### src/rtl/duirq_pkg.sv
package duirq_pkg;
    localparam int ADDR_W = 4;
    localparam int DATA_W = 8;
    localparam int NPIN   = 4;
    localparam int NCHAN  = 2;

    localparam logic [ADDR_W-1:0] OFF_MISR = 4'h2;
    localparam logic [ADDR_W-1:0] OFF_PIN  = 4'h4;
    localparam logic [ADDR_W-1:0] OFF_STAT = 4'h5;
    localparam logic [ADDR_W-1:0] OFF_VEC  = 4'hC;

    localparam int B_TXA = 0;
    localparam int B_RXA = 1;
    localparam int B_BKA = 2;
    localparam int B_CNT = 3;
    localparam int B_TXB = 4;
    localparam int B_RXB = 5;
    localparam int B_BKB = 6;
    localparam int B_PIN = 7;
endpackage

### src/rtl/duirq_pin_watch.sv
module duirq_pin_watch #(
    parameter int NPIN        = 4,
    parameter int SYNC_STAGES = 2
) (
    input  logic            clk,
    input  logic            rst_n,
    input  logic [NPIN-1:0] pins_i,
    input  logic [NPIN-1:0] en_i,
    input  logic            clr_i,
    output logic [NPIN-1:0] level_o,
    output logic [NPIN-1:0] flag_o,
    output logic            pend_o
);
    typedef struct packed {
        logic [SYNC_STAGES-1:0][NPIN-1:0] sync;
        logic [NPIN-1:0]                  prev;
        logic [NPIN-1:0]                  flag;
        logic                             pend;
    } pw_t;

    pw_t st_d, st_q;
    logic [NPIN-1:0] edge_w;

    always_comb begin
        st_d         = st_q;
        st_d.sync[0] = pins_i;
        for (int i = 1; i < SYNC_STAGES; i++) begin
            st_d.sync[i] = st_q.sync[i-1];
        end
        edge_w       = st_q.sync[SYNC_STAGES-1] ^ st_q.prev;
        st_d.prev    = st_q.sync[SYNC_STAGES-1];
        // a new edge wins over a simultaneous read clear
        st_d.flag    = (st_q.flag & ~{NPIN{clr_i}}) | edge_w;
        st_d.pend    = (st_q.pend & ~clr_i) | (|(edge_w & en_i));
    end

    always_ff @(posedge clk or negedge rst_n) begin
        if (!rst_n) st_q <= '0;
        else        st_q <= st_d;
    end

    assign level_o = st_q.sync[SYNC_STAGES-1];
    assign flag_o  = st_q.flag;
    assign pend_o  = st_q.pend;

    AST_FLAG_HOLD: assert property (@(posedge clk) disable iff (!rst_n)
        !clr_i |=> ((st_q.flag & $past(st_q.flag)) == $past(st_q.flag)));
    AST_FLAG_CLEAR: assert property (@(posedge clk) disable iff (!rst_n)
        (clr_i && edge_w == '0) |=> (st_q.flag == '0 && !st_q.pend));
    AST_PEND_KEEP: assert property (@(posedge clk) disable iff (!rst_n)
        (clr_i && (edge_w & en_i) != '0) |=> st_q.pend);
    AST_DISABLED_QUIET: assert property (@(posedge clk) disable iff (!rst_n)
        (!st_q.pend && (edge_w & en_i) == '0 && en_i == '0) |=> !st_q.pend);
endmodule

### src/rtl/duirq_status.sv
module duirq_status
    import duirq_pkg::*;
(
    input  logic             clk,
    input  logic             rst_n,
    input  logic [NCHAN-1:0] tx_rdy_i,
    input  logic [NCHAN-1:0] rx_rdy_i,
    input  logic [NCHAN-1:0] brk_evt_i,
    input  logic [NCHAN-1:0] brk_clr_i,
    input  logic             cnt_done_i,
    input  logic             pin_pend_i,
    output logic [DATA_W-1:0] status_o
);
    typedef struct packed {
        logic [NCHAN-1:0] brk;
    } stat_t;

    stat_t st_d, st_q;

    always_comb begin
        st_d = st_q;
        for (int c = 0; c < NCHAN; c++) begin
            st_d.brk[c] = (st_q.brk[c] & ~brk_clr_i[c]) | brk_evt_i[c];
        end
    end

    always_ff @(posedge clk or negedge rst_n) begin
        if (!rst_n) st_q <= '0;
        else        st_q <= st_d;
    end

    always_comb begin
        status_o        = '0;
        status_o[B_TXA] = tx_rdy_i[0];
        status_o[B_RXA] = rx_rdy_i[0];
        status_o[B_BKA] = st_q.brk[0];
        status_o[B_CNT] = cnt_done_i;
        status_o[B_TXB] = tx_rdy_i[1];
        status_o[B_RXB] = rx_rdy_i[1];
        status_o[B_BKB] = st_q.brk[1];
        status_o[B_PIN] = pin_pend_i;
    end

    AST_BRK_SET: assert property (@(posedge clk) disable iff (!rst_n)
        brk_evt_i[0] |=> status_o[B_BKA]);
    AST_BRK_HOLD: assert property (@(posedge clk) disable iff (!rst_n)
        (status_o[B_BKB] && !brk_clr_i[1]) |=> status_o[B_BKB]);
    AST_BRK_DROP: assert property (@(posedge clk) disable iff (!rst_n)
        (brk_clr_i[0] && !brk_evt_i[0]) |=> !status_o[B_BKA]);
endmodule

### src/rtl/duirq_regs.sv
module duirq_regs
    import duirq_pkg::*;
(
    input  logic              clk,
    input  logic              rst_n,
    input  logic              rd_en,
    input  logic              wr_en,
    input  logic [ADDR_W-1:0] addr,
    input  logic [DATA_W-1:0] wdata,
    input  logic [DATA_W-1:0] status_i,
    input  logic [DATA_W-1:0] capture_i,
    output logic [DATA_W-1:0] rdata,
    output logic [DATA_W-1:0] mask_o,
    output logic [NPIN-1:0]   pin_en_o,
    output logic              cap_rd_o
);
    typedef struct packed {
        logic [DATA_W-1:0] mask;
        logic [DATA_W-1:0] vec;
        logic [NPIN-1:0]   pin_en;
    } reg_t;

    reg_t st_d, st_q;

    always_comb begin
        st_d = st_q;
        if (wr_en) begin
            unique case (addr)
                OFF_STAT: st_d.mask   = wdata;
                OFF_PIN:  st_d.pin_en = wdata[NPIN-1:0];
                OFF_VEC:  st_d.vec    = wdata;
                default:  ;
            endcase
        end
    end

    always_ff @(posedge clk or negedge rst_n) begin
        if (!rst_n) st_q <= '0;
        else        st_q <= st_d;
    end

    always_comb begin
        unique case (addr)
            OFF_MISR: rdata = status_i & st_q.mask;
            OFF_PIN:  rdata = capture_i;
            OFF_STAT: rdata = status_i;
            OFF_VEC:  rdata = st_q.vec;
            default:  rdata = '0;
        endcase
    end

    assign mask_o   = st_q.mask;
    assign pin_en_o = st_q.pin_en;
    assign cap_rd_o = rd_en && (addr == OFF_PIN);

    AST_MASK_LOAD: assert property (@(posedge clk) disable iff (!rst_n)
        (wr_en && addr == OFF_STAT) |=> (mask_o == $past(wdata)));
    AST_VEC_LOAD: assert property (@(posedge clk) disable iff (!rst_n)
        (wr_en && addr == OFF_VEC) |=> (st_q.vec == $past(wdata)));
    AST_PINEN_LOAD: assert property (@(posedge clk) disable iff (!rst_n)
        (wr_en && addr == OFF_PIN) |=> (pin_en_o == $past(wdata[NPIN-1:0])));
    AST_MASK_STABLE: assert property (@(posedge clk) disable iff (!rst_n)
        !(wr_en && addr == OFF_STAT) |=> $stable(mask_o));
endmodule

### src/rtl/duirq_top.sv
module duirq_top
    import duirq_pkg::*;
(
    input  logic              clk,
    input  logic              rst_n,
    input  logic              rd_en,
    input  logic              wr_en,
    input  logic [ADDR_W-1:0] addr,
    input  logic [DATA_W-1:0] wdata,
    output logic [DATA_W-1:0] rdata,
    input  logic              tx_rdy_a,
    input  logic              rx_rdy_a,
    input  logic              brk_evt_a,
    input  logic              brk_clr_a,
    input  logic              tx_rdy_b,
    input  logic              rx_rdy_b,
    input  logic              brk_evt_b,
    input  logic              brk_clr_b,
    input  logic              cnt_done,
    input  logic [NPIN-1:0]   pins_in,
    output logic              irq_n
);
    logic [NPIN-1:0]   level_w, flag_w, pin_en_w;
    logic              pend_w, cap_rd_w;
    logic [DATA_W-1:0] status_w, mask_w, capture_w;

    duirq_pin_watch #(.NPIN(NPIN), .SYNC_STAGES(2)) u_pins (
        .clk     (clk),
        .rst_n   (rst_n),
        .pins_i  (pins_in),
        .en_i    (pin_en_w),
        .clr_i   (cap_rd_w),
        .level_o (level_w),
        .flag_o  (flag_w),
        .pend_o  (pend_w)
    );

    duirq_status u_stat (
        .clk        (clk),
        .rst_n      (rst_n),
        .tx_rdy_i   ({tx_rdy_b, tx_rdy_a}),
        .rx_rdy_i   ({rx_rdy_b, rx_rdy_a}),
        .brk_evt_i  ({brk_evt_b, brk_evt_a}),
        .brk_clr_i  ({brk_clr_b, brk_clr_a}),
        .cnt_done_i (cnt_done),
        .pin_pend_i (pend_w),
        .status_o   (status_w)
    );

    assign capture_w = {flag_w, level_w};

    duirq_regs u_regs (
        .clk       (clk),
        .rst_n     (rst_n),
        .rd_en     (rd_en),
        .wr_en     (wr_en),
        .addr      (addr),
        .wdata     (wdata),
        .status_i  (status_w),
        .capture_i (capture_w),
        .rdata     (rdata),
        .mask_o    (mask_w),
        .pin_en_o  (pin_en_w),
        .cap_rd_o  (cap_rd_w)
    );

    assign irq_n = ~|(status_w & mask_w);

    AST_IRQ_MASKED_OFF: assert property (@(posedge clk) disable iff (!rst_n)
        (mask_w == '0) |-> irq_n);
    AST_PIN_IRQ: assert property (@(posedge clk) disable iff (!rst_n)
        (pend_w && mask_w[B_PIN]) |-> !irq_n);
endmodule

### config.mk
export PLATFORM = sky130hd
export DESIGN_NAME = duirq_top
export DESIGN_NICKNAME = d
export VERILOG_FILES = /design/src/rtl/duirq_pkg.sv /design/src/rtl/duirq_pin_watch.sv /design/src/rtl/duirq_status.sv /design/src/rtl/duirq_regs.sv /design/src/rtl/duirq_top.sv
export SDC_FILE = /design/constraint.sdc
export NUM_CORES = 1
export LEC_CHECK = 0
export CORE_MARGIN = 2
export CORE_UTILIZATION = 28
export CTS_BUF_LIST = sky130_fd_sc_hd__clkbuf_8 sky130_fd_sc_hd__clkbuf_16
export CTS_CLUSTER_SIZE = 20
export DETAILED_ROUTE_END_ITERATION = 16
export DONT_BUFFER_PORTS = 1
export PLACE_DENSITY_LB_ADDON = 0.05
export SLEW_MARGIN = 30
export SYNTH_ARGS = -nofsm -noshare
export SYNTH_HDL_FRONTEND = slang
export SYNTH_SLANG_ARGS = --single-unit
### constraint.sdc
create_clock -name clk -period 2.9 [get_ports clk]
set_clock_uncertainty 0.1 [all_clocks]
set_input_delay 0.58 -clock clk [delete_from_list [all_inputs] [get_ports clk]]
set_output_delay 0.58 -clock clk [all_outputs]
set_load 0.01 [all_outputs]
After elaboration in Yosys (flattened, before gate mapping)
Cells that the tools add are included.
{"block": "word_totals", "register_bits": 39, "in_bits": 29}
{"block": "op_classes", "eq_ne": 4, "muxes": 1, "n_bitwise": 15, "n_reduce_logical": 7}
{"operator": "8-bit one-hot mux with 4 select lines", "count": 1}
{"operator": "4-bit bitwise AND", "count": 2}
{"operator": "8-bit bitwise AND", "count": 1}
{"operator": "4-bit by 3-bit == test with 1-bit output, second input constant", "count": 2}
{"operator": "8-bit OR reduction", "count": 1}
{"operator": "2-bit AND reduction", "count": 3}
{"operator": "4-bit by 2-bit == test with 1-bit output, second input constant", "count": 1}
{"operator": "4-bit == test, second input constant", "count": 1}
{"operator": "4-bit NOT", "count": 1}
{"operator": "4-bit OR", "count": 1}
{"operator": "4-bit OR reduction", "count": 1}
{"operator": "4-bit bitwise XOR", "count": 1}
{"operator": "1-bit bitwise AND", "count": 3}
{"operator": "1-bit NOT", "count": 3}
{"operator": "1-bit OR", "count": 3}
{"operator": "1-bit logical AND", "count": 1}
{"operator": "1-bit zero test", "count": 1}

Depth between registers and ports, before layout
Gate-level depths: netlist of the first run.
{"block": "logic_depth", "word_depth": 5, "mapped_depth": 5, "mapped_depth_nobuf": 3}

Hierarchy
Synthesis of the first run repeated with hierarchy kept, for this count alone.
{"block": "hier_totals", "cells_unflattened": 152, "area_unflattened_um2": 1881.8}
{"module": "duirq_regs", "n_inst": 1, "cells_per_inst": 90, "area_each_um2": 1129.8, "seq_area_each_um2": 500.5}
{"module": "duirq_pin_watch", "n_inst": 1, "cells_per_inst": 45, "area_each_um2": 595.6, "seq_area_each_um2": 425.4}
{"module": "duirq_status", "n_inst": 1, "cells_per_inst": 12, "area_each_um2": 117.6, "seq_area_each_um2": 50.0}
{"module": "duirq_top", "n_inst": 1, "cells_per_inst": 5, "area_each_um2": 38.8, "seq_area_each_um2": 0.0}

Worst setup path before layout of the first run
Ideal clock, no wire load.
{"block": "synth_timing", "path_type": "input port to output port", "start": "in addr[0]", "end": "out rdata[0]", "t_arrival_ps": 1403, "required_time_ps": 2220, "setup_slack_ps": 817, "stages": 3, "path_buffers": 0, "cell_sequence": "nor4b_2 -> a32oi_1 -> o21ai_0"}
{"block": "synth_via", "elab_chain_cells": 2}
{"element": "from (decl)", "line_no": "duirq_top.sv:8", "source": "input logic [ADDR_W-1:0] addr,"}
{"element": "4-bit == test, or another cell as far along", "line_no": "duirq_regs.sv:43", "source": "unique case (addr)"}
{"element": "8-bit one-hot mux with 4 select lines (*)", "line_no": "duirq_regs.sv:43"}
{"element": "to (decl)", "line_no": "duirq_top.sv:10", "source": "output logic [DATA_W-1:0] rdata,"}
Every way passes the cells marked *; elsewhere a longest branch is shown, timed or not.

Final worst setup path of the first run
{"block": "layout_timing", "start": "in addr[1]", "end": "out rdata[1]"}
Same word-level chain as after synthesis.

==> summary.txt, run 1 <==
Placed design
  • DP Cell Count: between 150 and 200
  • Post-DP HPWL: 2800 microns
  • Final GP Congestion: about 0.75
  • DP Worst Slack: 751 ps
  • Port Buffer Count: 0

Die
  • Initial core utilization: 0.294
  • Die area: about 6500 sq um
  • Die width: between 80 and 90 microns
  • Ports: 38
  • Area of the core region: ~5600 sq um
  • Die Y: 80.5 microns
  • Row cnt: 27

Critical path
  • Crit path kind: primary input to output pin
  • Arrival @ worst endpoint: 1450 ps
  • CP max FO: 10
  • Crit. End Element: output pin
  • CP startpoint kind: primary input
  • Req. time, crit path: 2220 ps

Synthesis
  • Distinct cell type count after synthesis: 21
  • Synth Cell Area: approximately 1600 sq um
  • Synthesized area per cell: roughly 14 sq um
  • Post-synth net total: about 150
  • Yosys warns: 0
  • #FFs+latches synth: 39
  • Mapped Cells: approximately 120
  • Sequential fraction of the synthesis area: 0.595

Power and ir drop
  • Cell Pwr Density: about 630 nW/um^2
  • Max rail drop VDD: roughly 0.26 mV
  • Leak: roughly 0.74 nW

Cells and area
  • Reg area: slightly below 1000 sq um
  • Share of cells above drive strength 1: 0.293
  • Commonest non-fill, non-tap cell in the layout: dfrtp_1
  • Most frequent cells in the layout: dfrtp_1 (39), mux2_2 (20), a22oi_1 (10), a32oi_1 (8), o21ai_0 (8)
  • Area of the multi-input gates: 632 sq um
  • Area Growth Syn to Fin: 11.0%
  • ANT cells: 0
  • Fillers: 564
  • Nets: about 150
  • Layout Cells excl Fill: ~200

STA
  • Min cycle time layout: between 2000 and 2500 ps
  • Period utilization: 0.734
  • Setup Viol. Count Final: 0
  • Crit path setup slack, layout: about 770 ps
  • Fmax: ~470 MHz
  • Rel. slew slack: 0.605
  • Pins Over Slew Limit: 0
  • Hold Fails Final Rpt: 0
  • Worst Tran Pin Value: just under 600 ps
  • Setup TNS: 0 ps
  • RSZ-0062 raised after global routing: false

Detailed routing
  • Vias/cell: 5.52
  • WL final: 3840 microns
  • Drt first pass iters: 4
  • Initial DRC count: 145
  • Post-route ant nets: 0
  • Vias: roughly 1100
  • WL per Instance: between 15 and 20 microns
  • DRC viols: 0

CTS
  • CTS Root Cell: clkbuf_8
  • Clk slew on worst S/H paths: about 70 ps
  • CTS tree: yes
  • Clock Tree Buf Depth: 2
  • Num CTS Buffers: 5
  • CTS resizes: 0
  • Worst skew pair latency: 280 ps
  • Clk sinks: 39
  • Htree depth: 2
  • Setup bufs post-CTS: 0

Global route
  • Overflow after GRT: 0
  • Initial antenna violation count: 0
  • Vias in the first global route: approximately 1100
  • GRT Total Usage: 0.133
  • First-pass GRT wire length: 6270 microns
  • Largest net degree at the start of global routing: 40

Job
  • Max cap viols: 0

Outcome
  • Status: finished, final reports clean

Min path
  • Hold/Removal Path Class: primary input to async pin
==> cell type report <==
| class | instances | share of cell area |
|---|---|---|
| Clock buffer | 5 | 0.0378 |
| Clock inverter | 1 | 0.00206 |
| Inverter | 2 | 0.00412 |
| Multi-Input combinational cell | 72 | 0.347 |
| Sequential cell | 39 | 0.536 |
| Tap cell | 72 | 0.0495 |
| Timing Repair Buffer | 4 | 0.0234 |
==> power breakdown <==
group          leakage [nW]  total (mW)  switching, mW  internal [mW]
Sequential            0.451       0.672         0.0510          0.621
Combinational         0.249       0.146         0.0609         0.0851
Clock                0.0413       0.333          0.176          0.157
==> state kept, by name (all words and copies together) (netlist names) <==
register	cells
u_regs.st_q	8
u_pins.st_q	4
u_pins.pend_o	1
u_regs.mask_o	8
u_stat.st_q	2
u_pins.level_o	4
u_pins.st_d	4
u_regs.pin_en_o	4
u_pins.flag_o	4
==> what timing repair did <==
action	4_1_cts	5_1_grt
setup endpoints to repair	0	0
hold buffers	1	0
hold endpoints to repair	39	0
==> cell families (layout without fill, tap and decap cells) <==
group	Yosys count	after routing	synth area share
buffers and inverters	6	12	0.0198
AOI/OAI and AO/OA	37	37	0.171
DFF	39	39	0.595
xor gates and xnor gates	4	4	0.0214
and+or+nand+nor	11	11	0.0557
muxes	20	20	0.137
==> worst paths after layout <==
path / start / to / slack [ps] / cells past startpoint
max in group asynchronous: rst_n / u_pins.st_d[16] / 2460 / 1
min in group clk: pins_in[2] / u_pins.st_d[15] / 220 / 0
min: rst_n / u_pins.st_d[15] / 20 / 1
max: addr[1] / rdata[1] / 770 / 3
min reg2reg: u_pins.st_d[16] / u_pins.level_o[3] / 250 / 0
max reg2reg: u_pins.level_o[2] / u_pins.pend_o / 1550 / 3
==> Yosys cell counts <==
master	n	area, sq um
dfrtp_1	39	976
mux2_2	20	225
a22oi_1	10	75.1
a32oi_1	8	70.1
o21ai_0	8	40.0
a21o_2	4	35.0
xor2_1	4	35.0
a22o_1	3	26.3
and3_1	3	18.8
a21o_1	2	15.0
buf_2	2	10.0
buf_4	2	15.0
inv_1	2	7.51
nand2_1	2	7.51
nor2b_1	2	12.5
a211o_2	1	10.0
a221oi_1	1	8.76
and2b_1	1	7.51
nand2b_1	1	6.26
nor4b_2	1	15.0
nor4b_4	1	23.8
==> through the flow <==
stage | power, mW | instance area, sq um | hold WS [ps] | util
after floorplan | 0.780 | 1640 | 184 | -
after global routing | 1.22 | 1820 | 29.4 | 0.327
after global placement | 0.813 | 1730 | 185 | 0.310
after CTS | 1.17 | 1820 | 33.1 | 0.327
final | 1.15 | 1820 | 23.8 | 0.327
after detailed placement | 0.818 | 1730 | 185 | 0.310
==> layer usage <==
metal	GRT usage	routed length, microns	up-vias	part of all wire
met5	0	0	-	0
met4	0.0458	55	0	0.014
met3	0.0449	330	7	0.086
met2	0.198	1740	56	0.45
met1	0.180	1720	553	0.45
li1	-	-	460	-
==> critical path, stage by stage <==
cell and delay, ps:
nor4b_4 560, a32oi_1 90, o21ai_0 220
No activity file was read; power rests on OpenSTA's default activity.
==> run 2: changes to the inputs <==
- clock period: 2.9 -> 2.1 ns (I/O delays scaled with it)
==> run 2 against run 1 <==
Compared with the run above: sequential share of layout area fell by 3.6 points; first-iteration DRC count fell by 27%; design area rose by 7.1%; critical path type is now flop to output pin; non-clock buffer count rose by 11; core utilization rose by 2.3 points; final cell count rose by 6.7%; flip-flop and latch count did not move; largest cell class unchanged; clock power rose by 91%; worst setup slack got worse by 570 ps.
==> summary.txt, run 2 (synthesis results as in run 1) <==
Cells and area
  • ANT cells: 0
  • Area Growth Syn to Fin: 18.9%
  • Layout Cells excl Fill: approximately 210
  • Commonest non-fill, non-tap cell in the layout: dfrtp_1
  • Share of cells above drive strength 1: 0.360
  • Most frequent cells in the layout: dfrtp_1 (39), mux2_2 (20), buf_4 (13), a22oi_1 (10)
  • Nets: between 150 and 200

Min path
  • Hold/Removal Path Class: primary input to flop
  • Hold Startpoint: pins_in[2]

Global route
  • Largest net degree at the start of global routing: 40
  • GRT Total Usage: 0.129
  • First-pass GRT wire length: between 5000 and 6000 microns
  • Overflow after GRT: 0
  • Initial antenna violation count: 0
  • Vias in the first global route: about 1100

CTS
  • Clock Tree Buf Depth: 2
  • Clk sinks: 39
  • Worst skew pair latency: between 200 and 300 ps
  • Cts-stage hold buffer count: 2
  • CTS resizes: 0
  • Setup bufs post-CTS: 0
  • Clk slew on worst S/H paths: about 80 ps
  • CTS tree: yes
  • CTS Root Cell: clkbuf_8
  • Htree depth: 2
  • Num CTS Buffers: 5

Detailed routing
  • Vias: about 1100
  • WL per Instance: between 15 and 20 microns
  • Initial DRC count: between 100 and 150
  • DRC viols: 0
  • WL final: roughly 3800 microns
  • Post-route ant nets: 0
  • Vias/cell: between 5 and 6
  • Drt first pass iters: 4

STA
  • Fin Hold WS: roughly 57 ps
  • Min cycle time layout: approximately 1900 ps
  • Setup Viol. Count Final: 0
  • Fmax: 526 MHz
  • RSZ-0062 raised after global routing: false
  • Rel. slew slack: 0.695
  • Hold Fails Final Rpt: 0
  • Period utilization: 0.905
  • Setup TNS: 0 ps
  • Worst Tran Pin Value: around 450 ps
  • Pins Over Slew Limit: 0

Critical path
  • CP max FO: 3
  • Crit path kind: flop to output pin
  • CP startpoint kind: flop
  • Req. time, crit path: 1580 ps
  • Reg2reg start: u_pins.level_o[2]
  • CP Launch Point: u_regs.mask_o[3]
  • Arrival @ worst endpoint: approximately 1400 ps
  • Crit. End Element: output pin

Die
  • Area of the core region: ~5600 sq um
  • Die width: between 80 and 90 microns
  • Die Y: slightly above 80 microns
  • Ports: 38
  • Initial core utilization: 0.294
  • Die area: 6490 sq um
  • Row cnt: 27

Power and ir drop
  • Max rail drop VDD: 0.405 mV
  • Leak: 0.819 nW
  • Cell Pwr Density: a little over 900 nW/um^2
  • Overall Power: between 1.5 and 2 mW

Job
  • Max cap viols: 0

Placed design
  • Port Buffer Count: 0
  • Post-DP HPWL: ~2800 microns
  • Final GP Congestion: approximately 0.76
  • DP Cell Count: just under 200

Outcome
  • Status: finished, final reports clean
==> run 2: worst max-delay path, cell delays in order, from the launching register on <==
cell and delay, ps:
dfrtp_1 400, a22o_1 250, a221oi_1 190, and3_1 260
==> run 2: final cells by class <==
cell class              count  area, sq um
fillers                   547         3620
flip-flops and latches     39          976
multi-input cells          72          632
repair buffers             15          128
well taps                  72         90.1
clock buffers               6         82.6
clock inverters             2         35.0
inverters                   2         7.51
==> run 2: path summary, 6_finish.rpt <==
path | slack (ps) | cells past startpoint | to
min in group asynchronous | 480 | 2 | u_pins.st_d[15]
max in group asynchronous | 1220 | 2 | u_pins.st_q[8]
setup / recovery | 200 | 3 | irq_n
hold reg to reg | 250 | 0 | u_pins.level_o[3]
hold / removal | 60 | 0 | u_pins.st_d[15]
setup reg to reg | 740 | 3 | u_pins.pend_o
==> run 2: through the flow <==
step | utilization | worst slack (ps) | area, sq um
after floorplan | - | 337 | 1640
after global placement | 0.323 | 331 | 1800
after detailed placement | 0.323 | 319 | 1800
after CTS | 0.350 | 172 | 1950
after global routing | 0.350 | 71.3 | 1950
final | 0.350 | 199 | 1950
==> run 2: metal layers <==
metal / wire (microns) / up-vias / GRT usage
li1: - / 483 / -
met1: 1770 / 548 / 0.176
met2: 1780 / 29 / 0.183
met3: 291 / 2 / 0.0483
met4: 7 / 0 / 0.0525
met5: 0 / - / 0
==> run 2: power by group <==
part,internal (mW),total [mW],switching (mW)
clock network,0.384,0.636,0.252
registers,0.858,0.927,0.0691
logic,0.129,0.217,0.0879
total,1.37,1.78,0.409
==> run 3: changes to the inputs <==
- CAP_MARGIN: unset -> 15
- PLACE_DENSITY: unset -> 0.41
- PLACE_DENSITY_LB_ADDON: 0.05 -> unset
- SLEW_MARGIN: 30 -> unset
==> run 3 against run 2 <==
Compared with the run above: core utilization decreased by 0.18 points; sequential power about the same; via count increased by 0.85%; critical path depth unchanged; register-to-register slack about the same; worst setup slack got worse by 18 ps; final cell count increased by 0.48%.
==> summary.txt, run 3 (synthesis results as in run 1) <==
Cells and area
  • Utilization of the core after routing: 0.348
  • Share of cells above drive strength 1: 0.358
  • Commonest non-fill, non-tap cell in the layout: dfrtp_1
  • Most frequent cells in the layout: dfrtp_1 (39), mux2_2 (20), buf_4 (14), a22oi_1 (10)
  • ANT cells: 0
  • Area Growth Syn to Fin: 18.3%
  • Nets: about 170
  • Fillers: 568

Power and ir drop
  • Leak: 0.819 nW
  • Max rail drop VDD: 0.370 mV
  • Clock power share: 0.323
  • Register share of total power: 0.549
  • P_int: around 1.3 mW
  • Switching pwr: 0.409 mW
  • Gate power share: 0.128
  • Sw frac: 0.241
  • Cell Pwr Density: 872 nW/um^2

Die
  • Die width: 80.5 microns
  • Area of the core region: about 5600 sq um
  • Row cnt: 27
  • Initial core utilization: 0.294
  • Die area: about 6500 sq um
  • Die Y: roughly 80 microns
  • Ports: 38

CTS
  • CTS Root Cell: clkbuf_8
  • Worst skew pair latency: just under 300 ps
  • Clock Tree Buf Depth: 2
  • CTS tree: yes
  • Setup bufs post-CTS: 0
  • Num CTS Buffers: 5
  • CTS resizes: 0
  • Clk slew on worst S/H paths: ~80 ps
  • Clk sinks: 39
  • Htree depth: 2

STA
  • Pins Over Slew Limit: 0
  • Rel. slew slack: 0.749
  • RSZ-0062 raised after global routing: false
  • Fmax: about 520 MHz
  • Setup Viol. Count Final: 0
  • Min cycle time layout: ~1900 ps
  • Setup TNS: 0 ps
  • Worst Tran Pin Value: 376 ps
  • Hold Fails Final Rpt: 0
  • Period utilization: 0.914

Critical path
  • CP Cell Sequence: a22o_1 -> a221oi_1 -> and3_1
  • CP Launch Point: u_regs.mask_o[3]
  • CP max FO: 3
  • Crit-path slowest cell: dfrtp_1
  • CP startpoint kind: flop
  • Req. time, crit path: ~1600 ps
  • Reg2reg start: u_pins.level_o[2]
  • Crit path kind: flop to output pin
  • Crit. End Element: output pin
  • CP max stage delay: ~400 ps
  • Arrival @ worst endpoint: around 1400 ps

Global route
  • Overflow after GRT: 0
  • Largest net degree at the start of global routing: 40
  • Initial antenna violation count: 0
  • First-pass GRT wire length: 5910 microns
  • Vias in the first global route: around 1100
  • GRT Total Usage: 0.124

Detailed routing
  • WL per Instance: 17.6 microns
  • DRC viols: 0
  • Post-route ant nets: 0
  • WL final: 3680 microns
  • Drt first pass iters: 4
  • Vias/cell: approximately 5.1
  • Initial DRC count: between 150 and 200
  • Vias: around 1100

Placed design
  • Post-DP HPWL: ~2800 microns
  • Port Buffer Count: 0
  • Final GP Congestion: 0.773

Job
  • Max cap viols: 0

Min path
  • Hold Startpoint: pins_in[0]
  • Hold/Removal Path Class: primary input to flop

Outcome
  • Status: finished, final reports clean
run 3: cell count changes in the layout (fill, tap and decap cells not counted):
cell and change:
bufinv_16 -1, clkbuf_8 +1, buf_4 +1, inv_1 +1, clkinv_2 -1
run 3: per-layer routing:
| metal | vias up | global-route usage | routed length (microns) |
|---|---|---|---|
| li1 | 482 | - | - |
| met1 | 553 | 0.151 | 1570 |
| met2 | 29 | 0.203 | 1840 |
| met3 | 7 | 0.0382 | 217 |
| met4 | 0 | 0.0508 | 57 |
| met5 | - | 0 | 0 |
run 3: power groups by stage:
stage	combinational [mW]	clock, mW	sequential [mW]
finish	0.216	0.546	0.929
global route	0.240	0.599	0.943
CTS	0.222	0.572	0.929
detailed placement	0.199	0	0.943
global placement	0.197	0	0.945
floorplan	0.158	0	0.919
run 3: worst paths after layout:
path	end	slack, ps	cells after the start
max	irq_n	180	3
min	u_pins.st_d[13]	60	0
max reg2reg	u_pins.pend_o	740	3
min reg2reg	u_pins.level_o[1]	250	0
max in group asynchronous	u_regs.pin_en_o[3]	1240	2
min in group asynchronous	u_regs.st_q[6]	480	2
run 3: final cells by class:
cell class                      instances  area (sq um)  area share
Sequential cell                        39           976       0.503
Multi-Input combinational cell         72           632       0.326
Timing Repair Buffer                   16           135      0.0696
Clock buffer                            7          96.3      0.0496
Tap cell                               72          90.1      0.0464
Inverter                                2          7.51     0.00387
Clock inverter                          1          3.75     0.00193
run 3: through the flow:
step | cell area (sq um) | cells | power [mW] | hold WS [ps] | setup WS, ps
after floorplan | 1640 | 117 | 1.08 | 24.4 | 337
after global placement | 1810 | 199 | 1.14 | 25.5 | 332
after CTS | 1940 | 209 | 1.72 | 46.1 | 168
after detailed placement | 1810 | 199 | 1.14 | 25.5 | 317
after global routing | 1940 | 209 | 1.78 | 38.2 | 117
final | 1940 | 209 | 1.69 | 57.9 | 181
run 3: critical path: cells and delay by family, from the launching register on:
family	cells	cell delay [ps]
flops	1	400
compound gates	2	450
simple gates	1	250
run 3: what timing repair did:
action | 4_1_cts | 5_1_grt
hold buffers | 2 | 0
endpoints found under the hold margin | 39 | 0
endpoints found under the setup margin | 0 | 0
